==> config.mk <==
export PLATFORM = sky130hd
export DESIGN_NAME = loop_port_ins_ctrl
export DESIGN_NICKNAME = d
export VERILOG_FILES = /design/src/rtl/loop_ins_pkg.sv /design/src/rtl/lpi_addr_match.sv /design/src/rtl/lpi_part_ctrl.sv /design/src/rtl/lpi_init_req.sv /design/src/rtl/loop_port_ins_ctrl.sv
export SDC_FILE = /design/constraint.sdc
export NUM_CORES = 1
export LEC_CHECK = 0
export ABC_AREA = 1
export BUFFER_PORTS_ARGS = -buffer_cell sky130_fd_sc_hd__buf_2
export CORE_MARGIN = 5
export CORE_UTILIZATION = 35
export CTS_BUF_LIST = sky130_fd_sc_hd__clkbuf_8
export DETAILED_ROUTE_END_ITERATION = 8
export GPL_ROUTABILITY_DRIVEN = 0
export HOLD_SLACK_MARGIN = 0.03
export PLACE_DENSITY = 0.82
export SYNTH_ARGS = -nofsm -noshare
export SYNTH_HDL_FRONTEND = slang
export SYNTH_SLANG_ARGS = --single-unit
==> constraint.sdc <==
create_clock -name clk -period 0.8 [get_ports clk]
set_clock_uncertainty 0.05 [all_clocks]
set_input_delay 0.04 -clock clk [delete_from_list [all_inputs] [get_ports clk]]
set_output_delay 0.04 -clock clk [all_outputs]
set_load 0.02 [all_outputs]
==> src/rtl/loop_ins_pkg.sv <==
// Shared types for the loop port insertion controller.
// Assumes: initialization codes are decoded downstream by the transmitter.
package loop_ins_pkg;
    localparam int ADDR_W_DEFAULT = 8;

    // Code selector sent with an initialization request
    typedef enum logic [1:0] {
        SEL_INSERT  = 2'b00,
        SEL_RESPOND = 2'b01,
        SEL_FAILURE = 2'b10
    } init_sel_e;
endpackage

==> src/rtl/lpi_addr_match.sv <==
// Decides whether a received primitive sequence is meant for this port.
// Assumes: the broadcast destination is the all-ones address.
module lpi_addr_match #(
    parameter int ADDR_W = 8
) (
    input  logic              prim_valid,
    input  logic [ADDR_W-1:0] prim_dest,
    input  logic [ADDR_W-1:0] own_addr,
    output logic              prim_hit
);
    localparam logic [ADDR_W-1:0] BCAST = {ADDR_W{1'b1}};

    // Hit on own address or broadcast
    always_comb begin
        prim_hit = prim_valid && ((prim_dest == own_addr) || (prim_dest == BCAST));
    end
endmodule

==> src/rtl/lpi_part_ctrl.sv <==
// Holds the participation state and derives the bypass control.
// Assumes: hit inputs are single-cycle strobes already address-filtered.
module lpi_part_ctrl (
    input  logic clk,
    input  logic rst_n,
    input  logic loop_attached,
    input  logic cfg_wait_enable,
    input  logic cfg_no_bypass,
    input  logic enable_hit,
    input  logic bypass_hit,
    output logic part_q,
    output logic inserted,
    output logic bypass_ctl
);
    logic boot_q;
    logic part_d;

    // Next participation decision in priority order
    always_comb begin
        if (!loop_attached)          part_d = 1'b1;
        else if (cfg_no_bypass)      part_d = 1'b1;
        else if (bypass_hit)         part_d = 1'b0;
        else if (enable_hit)         part_d = 1'b1;
        else if (boot_q && !cfg_wait_enable) part_d = 1'b1;
        else                         part_d = part_q;
    end

    // Insertion event: participation rises while on the loop
    always_comb begin
        inserted = loop_attached && part_d && !part_q;
    end

    // State registers with synchronous reset
    always_ff @(posedge clk) begin
        if (!rst_n) begin
            part_q <= 1'b0;
            boot_q <= 1'b1;
        end else begin
            part_q <= part_d;
            boot_q <= 1'b0;
        end
    end

    // Bypass circuit follows participation
    always_comb begin
        bypass_ctl = !part_q;
    end

    assert_reset_bypassed_R1: assert property (@(posedge clk)
        !rst_n |=> !part_q);
    assert_wait_hold_R3: assert property (@(posedge clk) disable iff (!rst_n)
        (loop_attached && !cfg_no_bypass && cfg_wait_enable && !enable_hit && !part_q)
        |=> !part_q);
    assert_bypass_cmd_R4: assert property (@(posedge clk) disable iff (!rst_n)
        (loop_attached && !cfg_no_bypass && bypass_hit) |=> !part_q);
    assert_no_bypass_R5: assert property (@(posedge clk) disable iff (!rst_n)
        (loop_attached && cfg_no_bypass) |=> part_q);
    assert_detached_part_R9: assert property (@(posedge clk) disable iff (!rst_n)
        !loop_attached |=> part_q);
endmodule

==> src/rtl/lpi_init_req.sv <==
// Generates the one-cycle initialization request and its code selector.
// Assumes: loop_fail and init_rcvd are single-cycle event strobes.
module lpi_init_req
    import loop_ins_pkg::*;
(
    input  logic       clk,
    input  logic       rst_n,
    input  logic       loop_attached,
    input  logic       cfg_no_orig_init,
    input  logic       inserted,
    input  logic       part_q,
    input  logic       init_rcvd,
    input  logic       loop_fail,
    output logic       init_req,
    output init_sel_e  init_sel
);
    logic      req_d;
    init_sel_e sel_d;

    // Choose request source: failure, then insertion, then response
    always_comb begin
        req_d = 1'b0;
        sel_d = SEL_INSERT;
        if (loop_attached && loop_fail) begin
            req_d = 1'b1;
            sel_d = SEL_FAILURE;
        end else if (inserted && !cfg_no_orig_init) begin
            req_d = 1'b1;
            sel_d = SEL_INSERT;
        end else if (loop_attached && part_q && init_rcvd) begin
            req_d = 1'b1;
            sel_d = SEL_RESPOND;
        end
    end

    // Register the request so it is a clean one-cycle pulse
    always_ff @(posedge clk) begin
        if (!rst_n) begin
            init_req <= 1'b0;
            init_sel <= SEL_INSERT;
        end else begin
            init_req <= req_d;
            init_sel <= sel_d;
        end
    end

    assert_reset_noreq_R1: assert property (@(posedge clk)
        !rst_n |=> !init_req);
    assert_insert_req_R6: assert property (@(posedge clk) disable iff (!rst_n)
        (inserted && !cfg_no_orig_init && !(loop_attached && loop_fail))
        |=> (init_req && init_sel == SEL_INSERT));
    assert_insert_once_R6: assert property (@(posedge clk) disable iff (!rst_n)
        (init_req && init_sel == SEL_INSERT) |=> !(init_req && init_sel == SEL_INSERT));
    assert_suppress_R7: assert property (@(posedge clk) disable iff (!rst_n)
        (loop_attached && cfg_no_orig_init && !loop_fail && !(part_q && init_rcvd))
        |=> !init_req);
    assert_respond_R7: assert property (@(posedge clk) disable iff (!rst_n)
        (loop_attached && part_q && init_rcvd && !loop_fail)
        |=> (init_req && init_sel == SEL_RESPOND));
    assert_failure_R8: assert property (@(posedge clk) disable iff (!rst_n)
        (loop_attached && loop_fail) |=> (init_req && init_sel == SEL_FAILURE));
    assert_detached_noreq_R9: assert property (@(posedge clk) disable iff (!rst_n)
        !loop_attached |=> !init_req);
endmodule

==> src/rtl/loop_port_ins_ctrl.sv <==
// Top: bypass/participation control and initialization requests for a
// target port on an arbitrated loop.
// Assumes: event inputs are one-cycle strobes; configuration is quasi-static.
module loop_port_ins_ctrl
    import loop_ins_pkg::*;
#(
    parameter int ADDR_W = ADDR_W_DEFAULT
) (
    input  logic              clk,
    input  logic              rst_n,
    input  logic              loop_attached,
    input  logic              cfg_wait_enable,
    input  logic              cfg_no_bypass,
    input  logic              cfg_no_orig_init,
    input  logic [ADDR_W-1:0] hard_addr,
    input  logic              enable_valid,
    input  logic [ADDR_W-1:0] enable_dest,
    input  logic              bypass_valid,
    input  logic [ADDR_W-1:0] bypass_dest,
    input  logic              init_rcvd,
    input  logic              loop_fail,
    output logic              bypass_ctl,
    output logic              participating,
    output logic              init_req,
    output logic [1:0]        init_sel
);
    localparam int N_PRIM = 2;

    logic [N_PRIM-1:0]             prim_valid;
    logic [N_PRIM-1:0][ADDR_W-1:0] prim_dest;
    logic [N_PRIM-1:0]             prim_hit;
    logic                          part_q;
    logic                          inserted;
    init_sel_e                     sel_int;

    // Gather both primitive types for one decoder each
    always_comb begin
        prim_valid = {bypass_valid, enable_valid};
        prim_dest  = {bypass_dest, enable_dest};
    end

    for (genvar g = 0; g < N_PRIM; g++) begin : g_match
        lpi_addr_match #(.ADDR_W(ADDR_W)) u_match (
            .prim_valid (prim_valid[g]),
            .prim_dest  (prim_dest[g]),
            .own_addr   (hard_addr),
            .prim_hit   (prim_hit[g])
        );
    end

    lpi_part_ctrl u_part (
        .clk             (clk),
        .rst_n           (rst_n),
        .loop_attached   (loop_attached),
        .cfg_wait_enable (cfg_wait_enable),
        .cfg_no_bypass   (cfg_no_bypass),
        .enable_hit      (prim_hit[0]),
        .bypass_hit      (prim_hit[1]),
        .part_q          (part_q),
        .inserted        (inserted),
        .bypass_ctl      (bypass_ctl)
    );

    lpi_init_req u_init (
        .clk              (clk),
        .rst_n            (rst_n),
        .loop_attached    (loop_attached),
        .cfg_no_orig_init (cfg_no_orig_init),
        .inserted         (inserted),
        .part_q           (part_q),
        .init_rcvd        (init_rcvd),
        .loop_fail        (loop_fail),
        .init_req         (init_req),
        .init_sel         (sel_int)
    );

    // Expose internal state as plain outputs
    always_comb begin
        participating = part_q;
        init_sel      = sel_int;
    end

    assert_bypass_drop_R4: assert property (@(posedge clk) disable iff (!rst_n)
        (loop_attached && !cfg_no_bypass && bypass_valid &&
         (bypass_dest == hard_addr || bypass_dest == {ADDR_W{1'b1}}))
        |=> (bypass_ctl && !participating));
endmodule

== Word-level counts from Yosys, hierarchy flattened ==
Cells that the tools add are included.

* Equality and inequality tests: 4
* Muxes and demuxes: 12
* Bitwise gates (word level): 1
* Reduce and logical (&&, ||, !) cells: 15

{| class="wikitable"
|+ Operator list
! kind !! count
|-
| $eq A8 B8 Y1 || 2
|-
| $eq A8 B8 Y1 const B || 2
|-
| $mux W1 || 10
|-
| $logic_and A1 B1 Y1 || 9
|-
| $mux W2 || 2
|-
| $logic_not A1 Y1 || 3
|-
| $reduce_or A3 Y1 || 1
|-
| $logic_or A1 B1 Y1 || 2
|-
| $not A1 Y1 || 1
|}

* Bits in registers: 5
* Bits of input ports: 34
* Output and inout bits: 5
* Logic and storage cells: 37

== Depth between registers and ports, before layout ==
Gate-level depths: netlist of the first run.

* Depth after elaboration: 12
* Mapped depth: 13
* Mapped depth without buffers: 13

== Modules after synthesis ==
Synthesis of the first run repeated with hierarchy kept, for this count alone.

* Cells, all modules: 93
* Area total of the unflattened synthesis: 510.5 um^2

{| class="wikitable"
|+ Modules (own cells, without submodules)
! module !! times used !! cells each !! area each (um^2) !! seq. area each (um^2)
|-
| lpi_addr_match || 2 || 32 || 157.7 || 0.0
|-
| lpi_init_req || 1 || 13 || 100.1 || 60.1
|-
| lpi_part_ctrl || 1 || 16 || 95.1 || 40.0
|}

== Least setup slack after synthesis of the first run ==
No wires, ideal clock.

* Kind: reg2reg
* From: reg u_part.part_q
* To: reg u_part.part_q
* Setup time: 113 ps
* Arrival: 854 ps
* Data required time: 637 ps
* Path slack: -217 ps
* Cell stages (with the launch flop): 7
* Path buffers: 0
* Period minus slack after synthesis: 1017 ps
* Cells stage by stage: dfxtp_1 > a21oi_1 > nand2_2 > nand2_1 > nand2_2 > o21ai_1 > inv_1

* Longest elaborated chain between the ends: 5

{| class="wikitable"
|+ Ends and longest elaborated chain
! element !! RTL line !! source
|-
| start: declaration || lpi_part_ctrl.sv:11 || <nowiki>output logic part_q,</nowiki>
|-
| start signal: assignment || lpi_part_ctrl.sv:39 || <nowiki>part_q <= part_d;</nowiki>
|-
| $mux W1 || lpi_part_ctrl.sv:24 || <nowiki>else if (boot_q && !cfg_wait_enable) part_d = 1'b1;</nowiki>
|-
| $mux W1 || lpi_part_ctrl.sv:23 || <nowiki>else if (enable_hit) part_d = 1'b1;</nowiki>
|-
| $mux W1 || lpi_part_ctrl.sv:22 || <nowiki>else if (bypass_hit) part_d = 1'b0;</nowiki>
|-
| $mux W1 || lpi_part_ctrl.sv:21 || <nowiki>else if (cfg_no_bypass) part_d = 1'b1;</nowiki>
|-
| $mux W1 || lpi_part_ctrl.sv:20 || <nowiki>if (!loop_attached) part_d = 1'b1;</nowiki>
|}

No other way between the ends.
A chain may end at the register's enable or synchronous reset.

== Worst setup path in the final report of the first run ==
Ends and elaborated chain as after synthesis.

==> results of run 1 <==
-- kinds of logic (layout without fill, tap and decap cells) --
logic type / count (synthesis) / after routing / synth area share
compound gates: 3 / 3 / 0.0385
xor+xnor: 10 / 10 / 0.180
buf+inv: 13 / 60 / 0.100
flops: 5 / 5 / 0.206
simple gates: 53 / 53 / 0.476
-- report_power, final --
group          internal [mW]  switching (mW)  leakage, nW
logic                  0.210           0.188        0.424
registers              0.263         0.00666       0.0419
clock network          0.330           0.137       0.0269
-- synthesized netlist by cell type, drive strengths merged --
master	number	area (um^2)
or2	3	18.8
a21oi	2	13.8
nor2	7	26.3
xnor2	10	87.6
nand2	34	135
nor3	2	15.0
nand4	1	6.26
inv	12	45.0
clkinv	1	3.75
dfxtp	5	100
o21ai	1	5.00
nand3	6	30.0
-- path summary, 6_finish.rpt --
kind	start	end	slack, ns
max	u_part.part_q	u_part.part_q	-0.16
min	loop_fail	u_init.init_sel[1]	0.04
max reg2reg	u_part.part_q	u_part.part_q	-0.16
min reg2reg	u_part.part_q	u_init.init_sel[0]	0.50
-- tightest hold or removal path, delay by kind of cell --
| kind | cells | cell delay (ns) |
|---|---|---|
| AND/OR/NAND/NOR | 2 | 0.16 |
| buffers and inverters | 1 | 0.07 |
-- registers in the layout (all words and copies together), names as in the netlist --
signal and cells:
u_part.boot_q 1, u_part.part_q 1, u_init.init_sel 2, u_init.init_req 1
-- layout make-up --
cell class / instances / share of cell area
flip-flops and latches: 5 / 0.115
well taps: 15 / 0.0207
clock buffers: 3 / 0.0456
clock inverters: 1 / 0.00415
inverters: 13 / 0.0567
repair buffers: 43 / 0.321
multi-input cells: 66 / 0.437
-- repair_timing --
item                       4_1_cts  5_1_grt
setup endpoints to repair        4        5
hold buffers                     1        0
hold endpoints to repair         3        0
pin swaps                        3       15
gates resized for setup          8       25
-- metal layers --
metal | track usage | up-vias | wire (um)
li1 | - | 350 | -
met1 | 0.167 | 296 | 633
met2 | 0.238 | 29 | 941
met3 | 0.0498 | 2 | 147
met4 | 0.0331 | 0 | 17
met5 | 0 | - | 0
-- stage by stage --
stage / total power [mW] / instances / util / hold WS [ns]
floorplan: 0.426 / 84 / - / 0.0892
global placement: 0.571 / 141 / 0.563 / 0.213
detailed placement: 0.580 / 141 / 0.563 / 0.214
CTS: 1.06 / 146 / 0.622 / 0.0449
global route: 1.21 / 146 / 0.695 / 0.0599
finish: 1.13 / 146 / 0.695 / 0.0432
==> results.yml, run 1 <==
layout:
  area_delta_synth_final_pct: 85.9
  final_cell_mix: "nand2_1, buf_2, buf_6, inv_1, nand3_1"
  final_area_um2: 905
  register_area_um2: 104
  fin_nets: 166
  fill_cells: 112
  drive_gt1_frac: 0.527
  multi_input_area_um2: 395
  diodes: 0
floorplanning:
  rows: 13
  die_y_um: 47.3
  core_area_um2: 1300
  fp.dieW_um: 47.3
  dieArea_um2: 2240
  start_util: 0.374
  io_pins: 39
route:
  drc: 0
  wirelength_um: 1740
  viasPerCell: 4.64
  drt_iter0_markers: 11
  ant_nets: 0
  wl_per_cell_um: 11.9
  first_pass_iters: 4
  vias: 677
grt:
  first_global_vias: 557
  grt_pass1_wl_um: 2230
  grt_usage: 0.140
  grt_max_degree: 5
  grt-ovfl-total: 0
  antenna_found_initial: 0
setup_path:
  cp_common_cell: "nand2_2"
  crit_path_max_incr_delay_ns: 0.35
  start_kind: "register"
  path_class: "reg -> reg"
  path_cells: "a21oi_2, nand2_2, nand2_2, nand2_2, o21ai_2, inv_1"
  end_kind: "register"
  critPathTopFamily: "flip-flops"
  path_buf_inv: 1
  slowest_stage: "dfxtp_4"
  crit_arrival_ns: 1.03
  path_depth: 6
  reg2regPathDepth: 6
  required_ns: 0.87
  worstPathMaxFanout: 4
cts:
  cts-root-buf: "clkbuf_8"
  cts_max_level: 1
  clock-sinks: 5
  clk_pin_slew_ns: 0.04
  cts_buffer_depth: 2
  clk_latency_ns: 0.23
  cts_tree: "done"
  cts_buffers: 3
  postCtsSetupRepairBufs: 0
timing:
  fin_setup_tns_ns: -0.589
  slew_headroom: 0.837
  drv_slew: 0
  fmax_mhz: 1040
  finalSetupViolations: 4
  worstMarginPinSlew_ns: 0.243
  post-route-period-util: 1.20
  worst_slack_ns: -0.162
  min_period_ns: 0.962
  final_hold_viol_count: 0
  rsz0062_at_grt: "true"
synth:
  synthesis.area_um2: 487
  synth.distinct_cells: 15
  ys_warn_count: 0
  syn_nets: 118
  yosys_register_bits: 5
  ys_seq_area_frac: 0.206
  syn_avg_cell_area_um2: 5.79
  postSynthCellCount: 84
run_status:
  status: "finished, violations left"
  violations: "negative setup slack"
job:
  drv_cap: 0
placement:
  pre_cts_ws_ns: -0.336
  place.port_buffers: 38
  place_hpwl_um: 1180
  dpl_cell_area_um2: 733
worst_hold_path:
  hold_path_class: "in -> reg"
  worstHoldPathCells: 3
power_and_ir_drop:
  power_density_nw_per_um2: 1250
  ir_drop_mv: 0.975
  p_leak_nw: 0.492
No activity file was read; power rests on OpenSTA's default activity.
==> inputs of run 2 (changes only) <==
--- a/config.mk
+++ b/config.mk
@@ -17,3 +17,4 @@
 export SYNTH_ARGS = -nofsm -noshare
 export SYNTH_HDL_FRONTEND = slang
 export SYNTH_SLANG_ARGS = --single-unit
+export TNS_END_PERCENT = 5
==> run 2 against run 1 <==
  * The flow still finishes with violations (negative setup slack)
  * Via count grew 0.15%
  * Sequential cell count is the same
  * Non-clock buffer count grew 3
  * Critical path depth is the same
  * Cell count grew 2.1%
  * Combinational power shrank 3%
  * Clock power shrank 5.4%
  * Die area is the same
  * Sequential power is essentially flat
  * Sequential share of layout area grew 0.080 points
  * Critical endpoint unchanged
==> results.yml, run 2 (synthesis results as in run 1) <==
layout:
  multi_input_area_um2: 370
  layout.cells.most_common: "buf_2"
  final_cell_mix: "buf_2, nand2_1, inv_1"
  diodes: 0
  register_area_um2: 104
  finalCoreUtilization: 0.690
  drive_gt1_frac: 0.463
  final_area_um2: 898
  area_delta_synth_final_pct: 84.6
  regMostFlops: "u_init.init_sel"
  fin_nets: 169
  fill_cells: 113
  largest_register_ffs: 2
  final_cell_count_no_fill: 149
power_and_ir_drop:
  p_sw_mw: 0.299
  p_comb_frac: 0.352
  p_seq_frac: 0.245
  ir_drop_mv: 0.822
  power_density_nw_per_um2: 1220
  clockPowerShare: 0.403
  p_leak_nw: 0.494
  p_int_mw: 0.799
  power.share.switching: 0.272
  power_mw: 1.10
setup_path:
  start_kind: "register"
  crit_arrival_ns: 1.07
  end_kind: "register"
  worstPathMaxFanout: 3
  path_class: "reg -> reg"
  required_ns: 0.85
cts:
  cts_tree: "done"
  cts_max_level: 1
  cts_buffer_depth: 2
  cts_buffers: 3
  clk_latency_ns: 0.21
  cts-root-buf: "clkbuf_8"
  clk_pin_slew_ns: 0.04
  clock-sinks: 5
timing:
  min_period_ns: 1.02
  drv_slew: 0
  final_hold_viol_count: 0
  rsz0062_at_grt: "true"
  post-route-period-util: 1.27
  fmax_mhz: 983
  fin_setup_tns_ns: -0.610
  finalSetupViolations: 4
  worst_hold_slack_ns: 0.0527
  worstMarginPinSlew_ns: 0.207
  slew_headroom: 0.861
  worst_slack_ns: -0.217
run_status:
  violations: "negative setup slack"
  status: "finished, violations left"
route:
  wirelength_um: 1670
  first_pass_iters: 4
  drc: 0
  viasPerCell: 4.55
  drt_iter0_markers: 12
  vias: 678
  wl_per_cell_um: 11.2
  ant_nets: 0
floorplanning:
  die_y_um: 47.3
  fp.dieW_um: 47.3
  dieArea_um2: 2240
  core_area_um2: 1300
  rows: 13
  start_util: 0.374
  io_pins: 39
placement:
  dpl_cell_area_um2: 733
  numPlacedInstances: 141
  pre_cts_ws_ns: -0.342
  place_hpwl_um: 1180
  place.port_buffers: 38
grt:
  grt_usage: 0.148
  grt-ovfl-total: 0
  grt_max_degree: 5
  grt_pass1_wl_um: 2410
  first_global_vias: 606
  antenna_found_initial: 0
job:
  drv_cap: 0
worst_hold_path:
  hold_path_class: "in -> reg"
## run 2: cell count changes in the layout (fill, tap and decap cells not counted)
cell,change
nor2_1,+3
nand2_1,+1
inv_1,+2
dlygate4sd3_1,+2
xnor2_1,+2
inv_2,-2
nor2_2,-3
buf_2,+2
xnor2_2,-2
buf_6,-1
nand2_2,-1
## run 2: worst max-delay path, stage by stage (launching register included)
cell,delay [ns]
dfxtp_4,0.34
a21oi_2,0.11
nand2_2,0.06
nand2_2,0.07
nand2_2,0.07
o21ai_2,0.15
inv_1,0.05
## run 2: what timing repair did
| item | CTS | global route |
|---|---|---|
| setup endpoints to repair | 4 | 4 |
| pin swaps | 1 | 19 |
| hold buffers | 3 | 0 |
| gates resized for setup | 6 | 16 |
| setup buffers | 0 | 1 |
| endpoints found under the hold margin | 2 | 0 |
## run 2: per-layer routing
metal	part of all wire	routed length, um	vias up	global-route usage
li1	-	-	357	-
met1	0.38	636	288	0.180
met4	0.033	56	0	0.0663
met3	0.059	99	6	0.0268
met5	0	0	-	0
met2	0.53	879	27	0.249
## run 2: area by class of cell
class / instances / share of cell area
tap: 15 / 0.0209
sequential: 5 / 0.116
timing repair buffer: 46 / 0.344
inverter: 13 / 0.0571
multi-input combinational: 66 / 0.412
clock inverter: 1 / 0.00418
clock buffer: 3 / 0.0460
## run 2: path summary, 6_finish.rpt
kind	from	to	slack [ns]	depth (start not counted)
setup / recovery	u_part.part_q	u_part.part_q	-0.22	6
hold reg to reg	u_part.part_q	u_init.init_sel[0]	0.61	3
hold / removal	init_rcvd	u_init.init_sel[0]	0.05	3
setup reg to reg	u_part.part_q	u_part.part_q	-0.22	6
## run 2: power groups by stage
stage,combinational (mW),clock [mW],sequential [mW]
after floorplan,0.139,0,0.287
after global placement,0.298,0,0.273
after detailed placement,0.307,0,0.274
after CTS,0.333,0.448,0.270
after global routing,0.422,0.480,0.270
final,0.386,0.442,0.269
==> inputs of run 3 (changes only) <==
--- a/config.mk
+++ b/config.mk
@@ -14,6 +14,7 @@
 export GPL_ROUTABILITY_DRIVEN = 0
 export HOLD_SLACK_MARGIN = 0.03
 export PLACE_DENSITY = 0.82
+export SKIP_LAST_GASP = 1
 export SYNTH_ARGS = -nofsm -noshare
 export SYNTH_HDL_FRONTEND = slang
 export SYNTH_SLANG_ARGS = --single-unit
==> run 3 against run 2 <==
  * The run still ends with negative setup slack left
  * Via count is 0.15% lower
  * Non-clock buffer count stayed put
  * Critical path depth stayed put
  * Worst setup slack better by 0.0054 ns
  * Cell count stayed put
  * Clock-buffer cell count stayed put
  * Cell area is 1.1% lower
  * First-iteration DRC count stayed put
  * Hold slack hardly changed
  * Register-to-register slack hardly changed
  * Global-route usage stayed put
  * Critical endpoint unchanged
  * Largest cell class unchanged
  * Largest power group unchanged
  * Highest routed layer unchanged
==> results.yml, run 3 (synthesis results as in run 1) <==
layout:
  largest_register_ffs: 2
  final_cell_mix: "buf_2, nand2_1, inv_1, xnor2_1, nor2_1"
  finalCoreUtilization: 0.683
  drive_gt1_frac: 0.455
  final_area_um2: 888
  area_delta_synth_final_pct: 82.5
  regMostFlops: "u_init.init_sel"
  fill_cells: 117
  diodes: 0
  layout.cells.most_common: "buf_2"
  fin_nets: 169
placement:
  dpl_cell_area_um2: 733
  place.port_buffers: 38
  pre_cts_ws_ns: -0.342
  place_hpwl_um: 1180
cts:
  clock-sinks: 5
  cts_buffers: 3
  cts_tree: "done"
  clk_pin_slew_ns: 0.04
  cts-root-buf: "clkbuf_8"
  cts_max_level: 1
  cts_buffer_depth: 2
  clk_latency_ns: 0.21
grt:
  antenna_found_initial: 0
  use_met2: 0.249
  grtUsageMet3: 0.0268
  grt-ovfl-total: 0
  use_met1: 0.180
  grt_max_degree: 5
  grt_busiest_layer: "met2"
  grt_pass1_wl_um: 2410
  grt_usage: 0.148
  first_global_vias: 608
floorplanning:
  io_pins: 39
  dieArea_um2: 2240
  start_util: 0.374
  core_area_um2: 1300
  fp.dieW_um: 47.3
  rows: 13
  die_y_um: 47.3
run_status:
  violations: "negative setup slack"
  status: "finished, violations left"
timing:
  finalSetupViolations: 4
  worst_slack_ns: -0.212
  worstMarginPinSlew_ns: 0.207
  rsz0062_at_grt: "true"
  fmax_mhz: 988
  drv_slew: 0
  slew_headroom: 0.861
  post-route-period-util: 1.26
  fin_setup_tns_ns: -0.675
  final_hold_viol_count: 0
  min_period_ns: 1.01
  worst_hold_slack_ns: 0.0527
setup_path:
  crit_arrival_ns: 1.06
  start_kind: "register"
  path_class: "reg -> reg"
  required_ns: 0.85
  worstPathMaxFanout: 3
  slowest_stage: "dfxtp_4"
  path_cells: "a21oi_2, nand2_2, nand2_2, nand2_2, o21ai_2, inv_1"
  end_kind: "register"
  crit_path_max_incr_delay_ns: 0.34
  cp_common_cell: "nand2_2"
route:
  ant_nets: 0
  first_pass_iters: 4
  drt_iter0_markers: 12
  wl_per_cell_um: 11.2
  drc: 0
  viasPerCell: 4.54
  vias: 677
  wirelength_um: 1680
worst_hold_path:
  hold_path_class: "in -> reg"
power_and_ir_drop:
  power_density_nw_per_um2: 1230
  ir_drop_mv: 0.821
  p_leak_nw: 0.491
job:
  drv_cap: 0
-- run 3: changes by cell type in the layout (fill, tap and decap cells not counted) --
| cell | change |
|---|---|
| buf_2 | +1 |
| buf_4 | +1 |
| buf_6 | -2 |
| inv_1 | +1 |
| inv_2 | -1 |
-- run 3: timing repair --
| item | CTS | global route |
|---|---|---|
| hold buffers | 3 | 0 |
| resized for setup | 2 | 16 |
| endpoints found under the setup margin | 4 | 4 |
| setup buffers | 0 | 1 |
| hold endpoints to repair | 2 | 0 |
| pin swaps | 0 | 18 |
-- run 3: per-layer routing --
metal	routed length [um]	vias up
li1	-	357
met1	635	287
met2	879	27
met3	104	6
met4	56	0
met5	0	-
-- run 3: path summary, 6_finish.rpt --
path	from	to	slack, ns	depth (start not counted)
setup / recovery	u_part.part_q	u_part.part_q	-0.21	6
setup reg to reg	u_part.part_q	u_part.part_q	-0.21	6
hold reg to reg	u_part.part_q	u_init.init_sel[0]	0.60	3
hold / removal	init_rcvd	u_init.init_sel[0]	0.05	3
-- run 3: cell type report --
class	count	area [um^2]	share of cell area
multi-input cells	66	370	0.417
clock inverters	1	3.75	0.00423
repair buffers	46	299	0.337
well taps	15	18.8	0.0211
clock buffers	3	41.3	0.0465
inverters	13	51.3	0.0577
flip-flops and latches	5	104	0.117
-- run 3: critical path: cells and delay by family, from the launching register on --
kind	cells	cell delay, ns
buffers and inverters	1	0.05
flip-flops	1	0.34
AND/OR/NAND/NOR	3	0.20
AO/OA/AOI/OAI	2	0.25
-- run 3: where the power goes --
part           switching, mW  internal (mW)  leakage (nW)
Sequential           0.00539          0.263        0.0419
Combinational          0.177          0.201         0.422
Clock                  0.114          0.328        0.0269
-- run 3: stage by stage --
| step | std cells | power [mW] |
|---|---|---|
| after floorplan | 84 | 0.426 |
| after global placement | 141 | 0.571 |
| after detailed placement | 141 | 0.580 |
| after CTS | 148 | 1.04 |
| after global routing | 149 | 1.16 |
| final | 149 | 1.09 |
